[config.mk]
export PLATFORM = sky130hd
export DESIGN_NAME = dram_refresh_sched
export DESIGN_NICKNAME = d
export VERILOG_FILES = /design/src/rtl/rfsh_pkg.sv /design/src/rtl/rfsh_timer.sv /design/src/rtl/rfsh_pending.sv /design/src/rtl/rfsh_row_ctr.sv /design/src/rtl/rfsh_cycle_fsm.sv /design/src/rtl/dram_refresh_sched.sv
export SDC_FILE = /design/constraint.sdc
export NUM_CORES = 1
export LEC_CHECK = 0
export BUFFER_PORTS_ARGS = -buffer_cell sky130_fd_sc_hd__buf_4
export CAP_MARGIN = 20
export CORE_MARGIN = 2
export CORE_UTILIZATION = 52
export DETAILED_ROUTE_END_ITERATION = 16
export MAX_ROUTING_LAYER = met4
export PLACE_DENSITY = 0.82
export SETUP_SLACK_MARGIN = 0.2
export SKIP_CTS_REPAIR_TIMING = 1
export SLEW_MARGIN = 10
export SYNTH_ARGS = -nofsm -noshare
export SYNTH_HDL_FRONTEND = slang
export SYNTH_SLANG_ARGS = --single-unit
[constraint.sdc]
create_clock -name clk -period 5.5 [get_ports clk]
set_input_delay 0 -clock clk [delete_from_list [all_inputs] [get_ports clk]]
set_output_delay 0 -clock clk [all_outputs]
set_load 0.03 [all_outputs]
[src/rtl/rfsh_pkg.sv]
package rfsh_pkg;

    typedef enum logic [1:0] {
        PH_PAUSE,
        PH_WARM,
        PH_RUN
    } phase_e;

    typedef enum logic [2:0] {
        ST_IDLE,
        ST_PRE,
        ST_CSR,
        ST_CHR,
        ST_RASL,
        ST_ROW
    } cyc_e;

    typedef struct packed {
        logic       ras_n;
        logic [1:0] cas_n;
    } strobe_t;

    localparam strobe_t STROBE_IDLE = '{ras_n: 1'b1, cas_n: 2'b11};

    function automatic int imax(int a, int b);
        return (a > b) ? a : b;
    endfunction

    function automatic strobe_t strobes_for(cyc_e s);
        strobe_t p;
        p = STROBE_IDLE;
        case (s)
            ST_CSR: p.cas_n = 2'b00;
            ST_CHR: begin
                p.ras_n = 1'b0;
                p.cas_n = 2'b00;
            end
            ST_RASL, ST_ROW: p.ras_n = 1'b0;
            default: ;
        endcase
        return p;
    endfunction

endpackage

[src/rtl/rfsh_timer.sv]
module rfsh_timer
    import rfsh_pkg::*;
#(
    parameter int PAUSE_CYC    = 50000,
    parameter int INTERVAL_CYC = 3900
) (
    input  logic clk,
    input  logic rst,
    input  logic run,
    output logic pause_done,
    output logic tick
);
    localparam int CW = $clog2(imax(PAUSE_CYC, INTERVAL_CYC) + 1);
    localparam logic [CW-1:0] PAUSE_LD = CW'(PAUSE_CYC - 1);
    localparam logic [CW-1:0] INT_LD   = CW'(INTERVAL_CYC - 1);

    logic [CW-1:0] cnt_q;
    logic          pausing_q;

    always_ff @(posedge clk) begin
        if (rst) begin
            cnt_q     <= PAUSE_LD;
            pausing_q <= 1'b1;
        end else if (pausing_q) begin
            if (cnt_q == '0) begin
                pausing_q <= 1'b0;
                cnt_q     <= INT_LD;
            end else begin
                cnt_q <= cnt_q - 1'b1;
            end
        end else if (!run || cnt_q == '0) begin
            cnt_q <= INT_LD;
        end else begin
            cnt_q <= cnt_q - 1'b1;
        end
    end

    assign pause_done = pausing_q && (cnt_q == '0);
    assign tick       = !pausing_q && run && (cnt_q == '0);

endmodule

[src/rtl/rfsh_pending.sv]
module rfsh_pending #(
    parameter int MAX_PEND = 8,
    parameter int WARMUP_N = 8,
    parameter int CW       = 4
) (
    input  logic          clk,
    input  logic          rst,
    input  logic          load_warm,
    input  logic          tick,
    input  logic          take,
    output logic [CW-1:0] count
);
    localparam logic [CW-1:0] CAP  = CW'(MAX_PEND);
    localparam logic [CW-1:0] WARM = CW'(WARMUP_N);

    always_ff @(posedge clk) begin
        if (rst) begin
            count <= '0;
        end else if (load_warm) begin
            count <= WARM;
        end else begin
            case ({tick, take})
                2'b10:   if (count < CAP) count <= count + 1'b1;
                2'b01:   count <= count - 1'b1;
                default: ;
            endcase
        end
    end

endmodule

[src/rtl/rfsh_row_ctr.sv]
module rfsh_row_ctr #(
    parameter int ROWS  = 512,
    parameter int ROW_W = 9
) (
    input  logic             clk,
    input  logic             rst,
    input  logic             adv,
    output logic [ROW_W-1:0] row
);
    localparam logic [ROW_W-1:0] LAST = ROW_W'(ROWS - 1);

    generate
        if ((ROWS & (ROWS - 1)) == 0) begin : g_pow2
            always_ff @(posedge clk) begin
                if (rst)      row <= '0;
                else if (adv) row <= row + 1'b1;
            end
        end else begin : g_cmp
            always_ff @(posedge clk) begin
                if (rst)      row <= '0;
                else if (adv) row <= (row == LAST) ? '0 : row + 1'b1;
            end
        end
    endgenerate

endmodule

[src/rtl/rfsh_cycle_fsm.sv]
module rfsh_cycle_fsm
    import rfsh_pkg::*;
#(
    parameter int T_PRE = 8,
    parameter int T_CSR = 2,
    parameter int T_CHR = 3,
    parameter int T_RAS = 13
) (
    input  logic    clk,
    input  logic    rst,
    input  logic    start,
    input  logic    ras_only,
    output logic    busy,
    output logic    row_adv,
    output strobe_t pins
);
    localparam int RASL_LEN = T_RAS - T_CHR;
    localparam int CW = $clog2(imax(imax(T_PRE, T_CSR), imax(T_CHR, T_RAS)) + 1);

    cyc_e          st_q, st_d;
    logic [CW-1:0] cnt_q, cnt_d;
    logic          mode_q;

    function automatic logic [CW-1:0] load_for(cyc_e s);
        case (s)
            ST_PRE:  return CW'(T_PRE - 1);
            ST_CSR:  return CW'(T_CSR - 1);
            ST_CHR:  return CW'(T_CHR - 1);
            ST_RASL: return CW'(RASL_LEN - 1);
            ST_ROW:  return CW'(T_RAS - 1);
            default: return '0;
        endcase
    endfunction

    always_comb begin
        st_d  = st_q;
        cnt_d = cnt_q;
        if (st_q == ST_IDLE) begin
            if (start) begin
                st_d  = ST_PRE;
                cnt_d = load_for(ST_PRE);
            end
        end else if (cnt_q != '0) begin
            cnt_d = cnt_q - 1'b1;
        end else begin
            case (st_q)
                ST_PRE:  st_d = mode_q ? ST_ROW : ST_CSR;
                ST_CSR:  st_d = ST_CHR;
                ST_CHR:  st_d = ST_RASL;
                default: st_d = ST_IDLE;
            endcase
            cnt_d = load_for(st_d);
        end
    end

    always_ff @(posedge clk) begin
        if (rst) begin
            st_q   <= ST_IDLE;
            cnt_q  <= '0;
            mode_q <= 1'b0;
            pins   <= STROBE_IDLE;
        end else begin
            st_q  <= st_d;
            cnt_q <= cnt_d;
            if (st_q == ST_IDLE && start) mode_q <= ras_only;
            pins  <= strobes_for(st_d);
        end
    end

    assign busy    = (st_q != ST_IDLE);
    assign row_adv = (st_q == ST_ROW) && (cnt_q == '0);

endmodule

[src/rtl/dram_refresh_sched.sv]
module dram_refresh_sched
    import rfsh_pkg::*;
#(
    parameter int PAUSE_CYC    = 50000,
    parameter int INTERVAL_CYC = 3900,
    parameter int WARMUP_N     = 8,
    parameter int PEND_MAX     = 8,
    parameter int ROWS         = 512,
    parameter int T_PRE        = 8,
    parameter int T_CSR        = 2,
    parameter int T_CHR        = 3,
    parameter int T_RAS        = 13,
    localparam int ROW_W       = $clog2(ROWS),
    localparam int CNT_W       = $clog2(imax(PEND_MAX, WARMUP_N) + 1)
) (
    input  logic             clk,
    input  logic             rst,
    input  logic             mode_ras_only,
    input  logic             grant,
    output logic             req,
    output logic             pins_en,
    output logic             init_done,
    output logic             ras_n,
    output logic [1:0]       cas_n,
    output logic [ROW_W-1:0] row_addr
);
    phase_e           phase_q;
    logic             pause_done;
    logic             tick;
    logic             busy;
    logic             row_adv;
    logic             start;
    logic             load_warm;
    logic [CNT_W-1:0] pend_cnt;
    strobe_t          pins;

    assign load_warm = (phase_q == PH_PAUSE) && pause_done;
    assign start     = !busy && grant && (pend_cnt != '0);

    always_ff @(posedge clk) begin
        if (rst) begin
            phase_q <= PH_PAUSE;
        end else begin
            case (phase_q)
                PH_PAUSE: if (pause_done) phase_q <= PH_WARM;
                PH_WARM:  if (pend_cnt == '0 && !busy) phase_q <= PH_RUN;
                default:  ;
            endcase
        end
    end

    rfsh_timer #(
        .PAUSE_CYC   (PAUSE_CYC),
        .INTERVAL_CYC(INTERVAL_CYC)
    ) u_timer (
        .clk       (clk),
        .rst       (rst),
        .run       (phase_q == PH_RUN),
        .pause_done(pause_done),
        .tick      (tick)
    );

    rfsh_pending #(
        .MAX_PEND(PEND_MAX),
        .WARMUP_N(WARMUP_N),
        .CW      (CNT_W)
    ) u_pend (
        .clk      (clk),
        .rst      (rst),
        .load_warm(load_warm),
        .tick     (tick),
        .take     (start),
        .count    (pend_cnt)
    );

    rfsh_cycle_fsm #(
        .T_PRE(T_PRE),
        .T_CSR(T_CSR),
        .T_CHR(T_CHR),
        .T_RAS(T_RAS)
    ) u_fsm (
        .clk     (clk),
        .rst     (rst),
        .start   (start),
        .ras_only(mode_ras_only),
        .busy    (busy),
        .row_adv (row_adv),
        .pins    (pins)
    );

    rfsh_row_ctr #(
        .ROWS (ROWS),
        .ROW_W(ROW_W)
    ) u_row (
        .clk(clk),
        .rst(rst),
        .adv(row_adv),
        .row(row_addr)
    );

    assign req       = (pend_cnt != '0) || busy;
    assign pins_en   = busy;
    assign init_done = (phase_q == PH_RUN);
    assign ras_n     = pins.ras_n;
    assign cas_n     = pins.cas_n;

endmodule

==> results of run 1 <==
[sequential cells by signal, indices dropped and copies added (netlist names)]
name / flops
phase_q: 2
u_fsm.cnt_q: 4
u_fsm.mode_q: 1
u_fsm.pins: 2
u_fsm.st_q: 3
u_pend.count: 4
u_row.row: 9
u_timer.cnt_q: 16
u_timer.pausing_q: 1
[final timing paths]
| kind | slack (ns) | startpoint | end |
|---|---|---|---|
| worst min-delay path | 0.10 | rst | u_fsm.st_q[1]$_SDFF_PP0_ |
| worst min register to register | 0.42 | u_timer.cnt_q[0]$_SDFF_PP1_ | u_timer.cnt_q[0]$_SDFF_PP1_ |
| worst max-delay path | 2.90 | u_timer.cnt_q[10]$_SDFF_PP0_ | u_pend.count[2]$_SDFFE_PP0P_ |
| worst max register to register | 2.90 | u_timer.cnt_q[10]$_SDFF_PP0_ | u_pend.count[2]$_SDFFE_PP0P_ |
[cell families (layout without fill, tap and decap cells)]
| logic type | Yosys count | after routing | share of synthesized area (%) |
|---|---|---|---|
| adder cells (fa/ha/maj) | 5 | 5 | 2.97 |
| AO/OA/AOI/OAI | 52 | 52 | 15.7 |
| buffers and inverters | 19 | 35 | 3.92 |
| AND/OR/NAND/NOR | 102 | 102 | 28.6 |
| XOR/XNOR | 18 | 18 | 7.48 |
| multiplexers | 3 | 3 | 1.43 |
| flip-flops | 42 | 42 | 39.9 |
[cell usage in the layout (no fill, tap or decap), types with 2 or more instances in the layout]
cell / count
nor3b_1: 2
nand3_1: 6
buf_4: 18
xnor2_1: 10
o21ai_0: 5
or4_4: 2
inv_1: 8
nor3b_2: 2
clkbuf_8: 6
nor4_1: 3
nor4_2: 4
a21o_1: 6
nor3_1: 7
a22oi_1: 2
xor2_1: 8
and4_1: 2
ha_1: 5
or3_1: 4
nand4_1: 4
o21ai_1: 2
o31ai_1: 3
a21oi_1: 20
dfxtp_1: 42
a31oi_1: 2
nor2_1: 28
nand2_1: 17
a32oi_1: 2
nor3_2: 2
a211oi_1: 4
mux2i_1: 3
and3_1: 3
nor2b_1: 4
[power by group]
group          total (W)  internal, W  switching, W  leakage [nW]
combinational  0.0000127   0.00000455    0.00000814         0.491
sequential      0.000308     0.000306    0.00000209         0.339
clock           0.000207     0.000101      0.000107        0.0472
total           0.000528     0.000411      0.000117         0.878
[stage by stage]
step / utilization [%] / worst slack (ns) / hold WS (ns) / cells / total power [W]
5_1_grt: 59.8 / 2.63 / 0.101 / 307 / 0.000547
4_1_cts: 59.5 / 2.91 / -0.0426 / 306 / 0.000533
3_5_place_dp: 57.1 / 2.93 / 0.276 / 298 / 0.000327
2_1_floorplan: - / 3.21 / 0.148 / 241 / 0.000323
3_3_place_gp: 57.1 / 3.03 / 0.268 / 298 / 0.000327
6_report: 59.8 / 2.90 / 0.103 / 307 / 0.000528
[cell type report]
type / instances / area [um^2]
clock buffer: 6 / 82.6
clock inverter: 2 / 12.5
timing repair buffer: 19 / 145
sequential: 42 / 841
fill: 343 / 1590
inverter: 8 / 30.0
tap: 50 / 62.6
multi-input combinational: 180 / 1180
[worst max-delay path: cells and delay by family (launching register included)]
family          cells  cell delay, ns
simple gates        3            1.09
compound gates      3            0.77
flops               1            0.37
fa+ha+maj           1            0.19
xor+xnor            1            0.08
[routing by layer]
| metal | vias up | wire length (um) | GRT usage (%) |
|---|---|---|---|
| met5 | - | 0 | - |
| met2 | 25 | 1980 | 34.4 |
| met1 | 808 | 1910 | 27.0 |
| met3 | 7 | 128 | 5.33 |
| met4 | 0 | 38 | 5.61 |
| li1 | 898 | - | - |
==> flow_summary.yaml, run 1 <==
status:
  status: "finished clean"
timing:
  worst_pin_slew_ns: 0.630
  setup_tns_ns: 0
  fin_skew_ns: 0.00705
  rsz0062_at_grt: "false"
  setup_violations: 0
  finalCriticalPeriod_ns: 2.60
  slew_headroom_pct: 57.7
  maxSlewViolCount: 0
  fin_crit_sh_pct: 47.3
  fmax_mhz: 384
  finalHoldViolations: 0
route:
  wl_um: 4060
  wl_per_cell_um: 13.2
  vias: 1738
  first_iter_violations: 77
  first_pass_iters: 4
  ant_nets: 0
  vias_per_cell: 5.66
  drc: 0
floorplanning:
  coreArea_um2: 3940
  dieArea_um2: 4580
  pin_count: 19
  fp.dieW_um: 67.7
  initial_core_util_pct: 53.4
  num_rows: 23
  die_h_um: 67.7
synthesis:
  syn-num-nets: 250
  synthFlopType: "dfxtp_1"
  synthTopCellsByArea: "dfxtp_1 40%, nor2_1 5.0%, a21oi_1 4.8%"
  syn_avg_cell_area_um2: 8.74
  ys_seq_area_share_pct: 39.9
  synth-edff-count: 0
  syn_inst: 241
  synth.largest_area_cell: "dfxtp_1"
  netlist.area_leader.share_pct: 39.9
  synthArstFlopShare_pct: 0
  ys_ff_latch: 42
  synth_common_cells: "42 x dfxtp_1, 28 x nor2_1, 20 x a21oi_1, 17 x nand2_1, 10 x xnor2_1"
  yosysMostFrequentCell: "dfxtp_1"
  synth_area_um2: 2110
  ys_warn_count: 0
  synth.distinct_cells: 50
critical_path:
  arrival_ns: 2.79
  worstPathRequired_ns: 5.69
  slowest_delay_ns: 0.48
  path_max_fanout: 10
  critPathLaunchType: "flop"
  path_class: "reg2reg"
  end_kind: "flop"
  critPathSlowestCell: "nor4_2"
  reg2regPathDepth: 8
  crit_chain: "nor4_2 -> and4_1 -> a21o_1 -> xnor2_1 -> ha_1 -> a2111oi_1 -> o21ai_0 -> nor3b_2"
global_route:
  antenna_found_initial: 0
  grt_use_total_pct: 21.5
  grt_overflow_total: 0
  grt_pass1_vias: 1656
  grt_max_degree: 36
  grt_pass1_wl_um: 7380
power_and_ir_drop:
  p_leak_nw: 0.878
  p_per_area_nw_per_um2: 224
  vdd_ir_drop_max_uv: 166
clocking:
  cts_sinks: 42
  cts_root_buf: "clkbuf_8"
  cts.clk_slew.worst_paths_ns: 0.08
  htreeDepth: 2
  clock_latency_ns: 0.29
  cts_tree: "yes"
  cts_made_buffers: 5
  cts.path.max_buffers: 2
worst_hold_path:
  hp-class: "in2reg"
  hold_depth: 2
placed_design:
  place_area_um2: 2250
  place.gp.congestion: 0.799
  port_buffers: 18
  hpwl_um: 2910
layout:
  area_growth_pct: 11.9
  drive_above_1_share_pct: 15.6
  diodes: 0
  final_nets: 265
  fin_area_um2: 2360
run:
  cap_violations: 0
Note: power is estimated with default switching activity, not from simulation.
==> run 2, diff against run 1 <==
--- a/config.mk
+++ b/config.mk
@@ -11,7 +11,7 @@
 export CORE_UTILIZATION = 52
 export DETAILED_ROUTE_END_ITERATION = 16
 export MAX_ROUTING_LAYER = met4
-export PLACE_DENSITY = 0.82
+export PLACE_DENSITY = 0.85
 export SETUP_SLACK_MARGIN = 0.2
 export SKIP_CTS_REPAIR_TIMING = 1
 export SLEW_MARGIN = 10
==> constraint.sdc (replaced) <==
create_clock -name clk -period 2.2 [get_ports clk]
set_input_delay 0 -clock clk [delete_from_list [all_inputs] [get_ports clk]]
set_output_delay 0 -clock clk [all_outputs]
set_load 0.03 [all_outputs]
==> flow_summary.yaml, run 2 (same netlist as run 1, synthesis figures left out) <==
floorplanning:
  pin_count: 19
  num_rows: 23
  die_h_um: 67.7
  initial_core_util_pct: 53.4
  dieArea_um2: 4580
  coreArea_um2: 3940
  fp.dieW_um: 67.7
critical_path:
  end_kind: "flop"
  path_class: "reg2reg"
  critPathSlowestCell: "dfxtp_4"
  arrival_ns: 2.26
  worstPathRequired_ns: 2.40
  cp_top_family: "simple AND/OR/NAND/NOR gates"
  critPathLaunchType: "flop"
  crit_chain: "nor4_4 -> and4_4 -> a21o_1 -> xnor2_1 -> ha_2 -> and4_1 -> o21ai_1 -> nor3b_2"
  path_max_fanout: 4
  slowest_delay_ns: 0.36
  crit_buf_inv: 0
route:
  first_iter_violations: 96
  wl_um: 4270
  ant_nets: 0
  wl_per_cell_um: 13.3
  first_pass_iters: 4
  drc: 0
  vias_per_cell: 5.73
  vias: 1839
timing:
  finalCriticalPeriod_ns: 2.07
  worst_pin_slew_ns: 0.379
  finalHoldViolations: 0
  setup_violations: 0
  maxSlewViolCount: 0
  fmax_mhz: 484
  rsz0062_at_grt: "true"
  setup_tns_ns: 0
  slew_headroom_pct: 74.5
  fin_crit_sh_pct: 93.9
  fin_skew_ns: 0.00622
global_route:
  grt_overflow_total: 0
  grt_use_total_pct: 21.3
  grt_pass1_vias: 1659
  grt_pass1_wl_um: 7110
  antenna_found_initial: 0
  grt_max_degree: 36
layout:
  final_core_util_pct: 64.5
  drive_above_1_share_pct: 24.7
  final_common_cell: "dfxtp_1"
  layout_common_cells: "37 x dfxtp_1, 32 x buf_4, 28 x nor2_1"
  multi_input_comb_area_um2: 1250
  regArea_um2: 850
  largest_reg_flops: 16
  instances_no_fill: 321
  top_register: "u_timer.cnt_q"
  top_regs: "u_timer.cnt_q: 16 flops, u_row.row: 9 flops"
  final_nets: 279
  diodes: 0
  area_growth_pct: 20.7
  num-fill-cells: 306
placed_design:
  place.gp.congestion: 0.771
  hpwl_um: 2930
  place_inst: 309
  port_buffers: 18
power_and_ir_drop:
  p_leak_nw: 0.976
  p_per_area_nw_per_um2: 531
  vdd_ir_drop_max_uv: 429
clocking:
  cts_sinks: 42
  cts.path.max_buffers: 2
  cts_root_buf: "clkbuf_8"
  cts_made_buffers: 5
  cts_tree: "yes"
  clock_latency_ns: 0.30
  htreeDepth: 2
  cts.clk_slew.worst_paths_ns: 0.09
run:
  cap_violations: 0
status:
  status: "finished clean"
worst_hold_path:
  hp-class: "in2reg"
## run 2: cell count changes in the layout (fill, tap and decap cells not counted), sizes merged
cell      change
clkinvlp      -1
clkbuf        -1
inv           +2
buf          +14
## run 2: routing by layer
layer / GRT usage (%) / vias to the layer above / routed length (um)
met5: - / - / 0
met4: 10.5 / 0 / 49
met3: 4.67 / 4 / 149
met2: 33.0 / 35 / 2100
met1: 26.1 / 883 / 1960
li1: - / 917 / -
## run 2: cell type report
| cell class | instances | share of cell area, % |
|---|---|---|
| multi-input cells | 180 | 49.3 |
| flip-flops and latches | 42 | 33.4 |
| repair buffers | 33 | 9.84 |
| clock buffers | 5 | 2.71 |
| well taps | 50 | 2.46 |
| inverters | 8 | 1.18 |
| clock inverters | 3 | 1.13 |
## run 2: report_power, final
group	internal (W)	switching (W)	leakage, nW
logic	0.0000141	0.0000226	0.586
clock network	0.000237	0.000305	0.0506
registers	0.000764	0.00000667	0.340
total	0.00102	0.000334	0.976
## run 2: path summary, 6_finish.rpt
check                                            startpoint                           end  slack (ns)  depth (start not counted)
worst min register to register  u_timer.cnt_q[0]$_SDFF_PP1_   u_timer.cnt_q[0]$_SDFF_PP1_        0.43                          1
worst max register to register  u_timer.cnt_q[4]$_SDFF_PP0_  u_pend.count[2]$_SDFFE_PP0P_        0.13                          8
worst min-delay path                                    rst     u_row.row[4]$_SDFFE_PP0P_        0.08                          2
worst max-delay path            u_timer.cnt_q[4]$_SDFF_PP0_  u_pend.count[2]$_SDFFE_PP0P_        0.13                          8
## run 2: per-stage QoR
| stage | setup slack [ns] | total power (W) | instance area, um^2 | hold slack [ns] |
|---|---|---|---|---|
| after floorplan | 0.160 | 0.000811 | 2170 | 0.148 |
| after global placement | 0.230 | 0.000822 | 2400 | 0.277 |
| after detailed placement | 0.165 | 0.000824 | 2400 | 0.285 |
| after CTS | 0.0880 | 0.00136 | 2490 | -0.0468 |
| after global routing | 0.0231 | 0.00141 | 2540 | 0.0736 |
| final | 0.134 | 0.00135 | 2540 | 0.0782 |
==> run 3, diff against run 2 <==
--- a/config.mk
+++ b/config.mk
@@ -9,9 +9,10 @@
 export CAP_MARGIN = 20
 export CORE_MARGIN = 2
 export CORE_UTILIZATION = 52
+export CTS_CLUSTER_DIAMETER = 80
 export DETAILED_ROUTE_END_ITERATION = 16
 export MAX_ROUTING_LAYER = met4
-export PLACE_DENSITY = 0.85
+export PLACE_DENSITY = 0.82
 export SETUP_SLACK_MARGIN = 0.2
 export SKIP_CTS_REPAIR_TIMING = 1
 export SLEW_MARGIN = 10
==> constraint.sdc (replaced) <==
create_clock -name clk -period 2 [get_ports clk]
set_input_delay 0 -clock clk [delete_from_list [all_inputs] [get_ports clk]]
set_output_delay 0 -clock clk [all_outputs]
set_load 0.03 [all_outputs]
==> flow_summary.yaml, run 3 (same netlist as run 1, synthesis figures left out) <==
placed_design:
  place_inst: 325
  hpwl_um: 3290
  port_buffers: 18
  place.gp.congestion: 0.875
clocking:
  cts_tree: "yes"
  htreeDepth: 2
  cts.clk_slew.worst_paths_ns: 0.07
  cts.path.max_buffers: 2
  cts_sinks: 42
  cts_root_buf: "clkbuf_8"
  clock_latency_ns: 0.29
  cts_made_buffers: 5
timing:
  maxSlewViolCount: 0
  rsz0062_at_grt: "true"
  worst_pin_slew_ns: 0.418
  finalHoldViolations: 0
  fin_crit_sh_pct: 101
  fmax_mhz: 493
  finalCriticalPeriod_ns: 2.03
  timing.hold.ws_ns: 0.101
  fin_skew_ns: 0.00220
  fin_ws_ns: -0.0282
  setup_violations: 1
  slew_headroom_pct: 71.9
global_route:
  grt_pass1_wl_um: 7660
  grt_overflow_total: 0
  grt_pass1_vias: 1740
  grt_max_degree: 36
  grt_use_total_pct: 22.8
  antenna_found_initial: 0
critical_path:
  arrival_ns: 2.21
  path_class: "reg2reg"
  end_kind: "flop"
  critPathSlowestCell: "dfxtp_2"
  crit_chain: "inv_2 -> ha_4 -> nor3b_4 -> and4_4 -> a21o_1 -> xnor2_2 -> ha_2 -> and4_1 -> o21ai_1 -> nor3b_2"
  worstPathRequired_ns: 2.18
  critPathLaunchType: "flop"
  slowest_delay_ns: 0.33
  r2r_slack_ns: -0.03
  path_max_fanout: 2
route:
  first_pass_iters: 4
  ant_nets: 0
  route.met3.wl_um: 129
  dr_wl_met2_um: 2540
  routed.top_layer: "met4"
  vias: 1895
  wl_um: 4990
  first_iter_violations: 65
  drc: 0
  vias_per_cell: 5.57
  wl_per_cell_um: 14.7
  drt-met1-wl_um: 2260
layout:
  area_growth_pct: 32.3
  largest_reg_flops: 16
  regArea_um2: 848
  final_nets: 300
  instances_no_fill: 340
  num-fill-cells: 292
  layout_common_cells: "51 x buf_4, 38 x dfxtp_1, 28 x nor2_1"
  drive_above_1_share_pct: 32.1
  diodes: 0
  top_register: "u_timer.cnt_q"
  multi_input_comb_area_um2: 1350
  top_regs: "u_timer.cnt_q: 16 flops, u_row.row: 9 flops"
  final_common_cell: "buf_4"
status:
  status: "finished with violations"
  violations: "negative setup slack"
floorplanning:
  initial_core_util_pct: 53.4
  die_h_um: 67.7
  dieArea_um2: 4580
  coreArea_um2: 3940
  fp.dieW_um: 67.7
  num_rows: 23
  pin_count: 19
power_and_ir_drop:
  total_power_w: 0.00144
  vdd_ir_drop_max_uv: 428
  p_per_area_nw_per_um2: 515
  p_leak_nw: 1.09
run:
  cap_violations: 0
worst_hold_path:
  hp-class: "in2reg"
-- run 3: power by group --
group / switching [W] / internal [W] / total (W)
Sequential: 0.00000462 / 0.000841 / 0.000845
Clock: 0.000265 / 0.000266 / 0.000531
Combinational: 0.0000320 / 0.0000268 / 0.0000588
-- run 3: critical path: cells and delay by family, from the launching register on --
kind	cells	cell delay (ns)
fa+ha+maj	2	0.35
buf+inv	1	0.08
flops	1	0.33
compound gates	2	0.24
simple gates	4	0.79
xor+xnor	1	0.13
-- run 3: path summary, 6_finish.rpt --
path,start,endpoint,depth (start not counted)
worst max-delay path,u_timer.cnt_q[1]$_SDFF_PP1_,u_pend.count[2]$_SDFFE_PP0P_,10
worst min-delay path,rst,u_row.row[1]$_SDFFE_PP0P_,2
worst max register to register,u_timer.cnt_q[1]$_SDFF_PP1_,u_pend.count[2]$_SDFFE_PP0P_,10
worst min register to register,u_row.row[5]$_SDFFE_PP0P_,u_row.row[5]$_SDFFE_PP0P_,2
-- run 3: cell type report --
type	instances	area share, %
clock buffers	6	2.96
inverters	8	1.08
multi-input cells	180	48.4
flip-flops and latches	42	30.4
well taps	50	2.24
repair buffers	54	14.9
-- run 3: layer usage --
layer	up-vias	GRT usage [%]
li1	965	-
met1	903	26.9
met2	22	37.1
met3	5	6.50
met4	0	7.65
met5	-	-
-- run 3: per-stage QoR --
stage | TNS (ns) | area (um^2) | setup WS, ns | util (%)
global placement | 0 | 2520 | 0.0447 | 64.0
detailed placement | 0 | 2520 | 0.00338 | 64.0
finish | -0.0282 | 2790 | -0.0282 | 70.7
floorplan | -0.0400 | 2180 | -0.0400 | -
global route | -0.137 | 2790 | -0.117 | 70.7
CTS | -0.0320 | 2610 | -0.0320 | 66.1
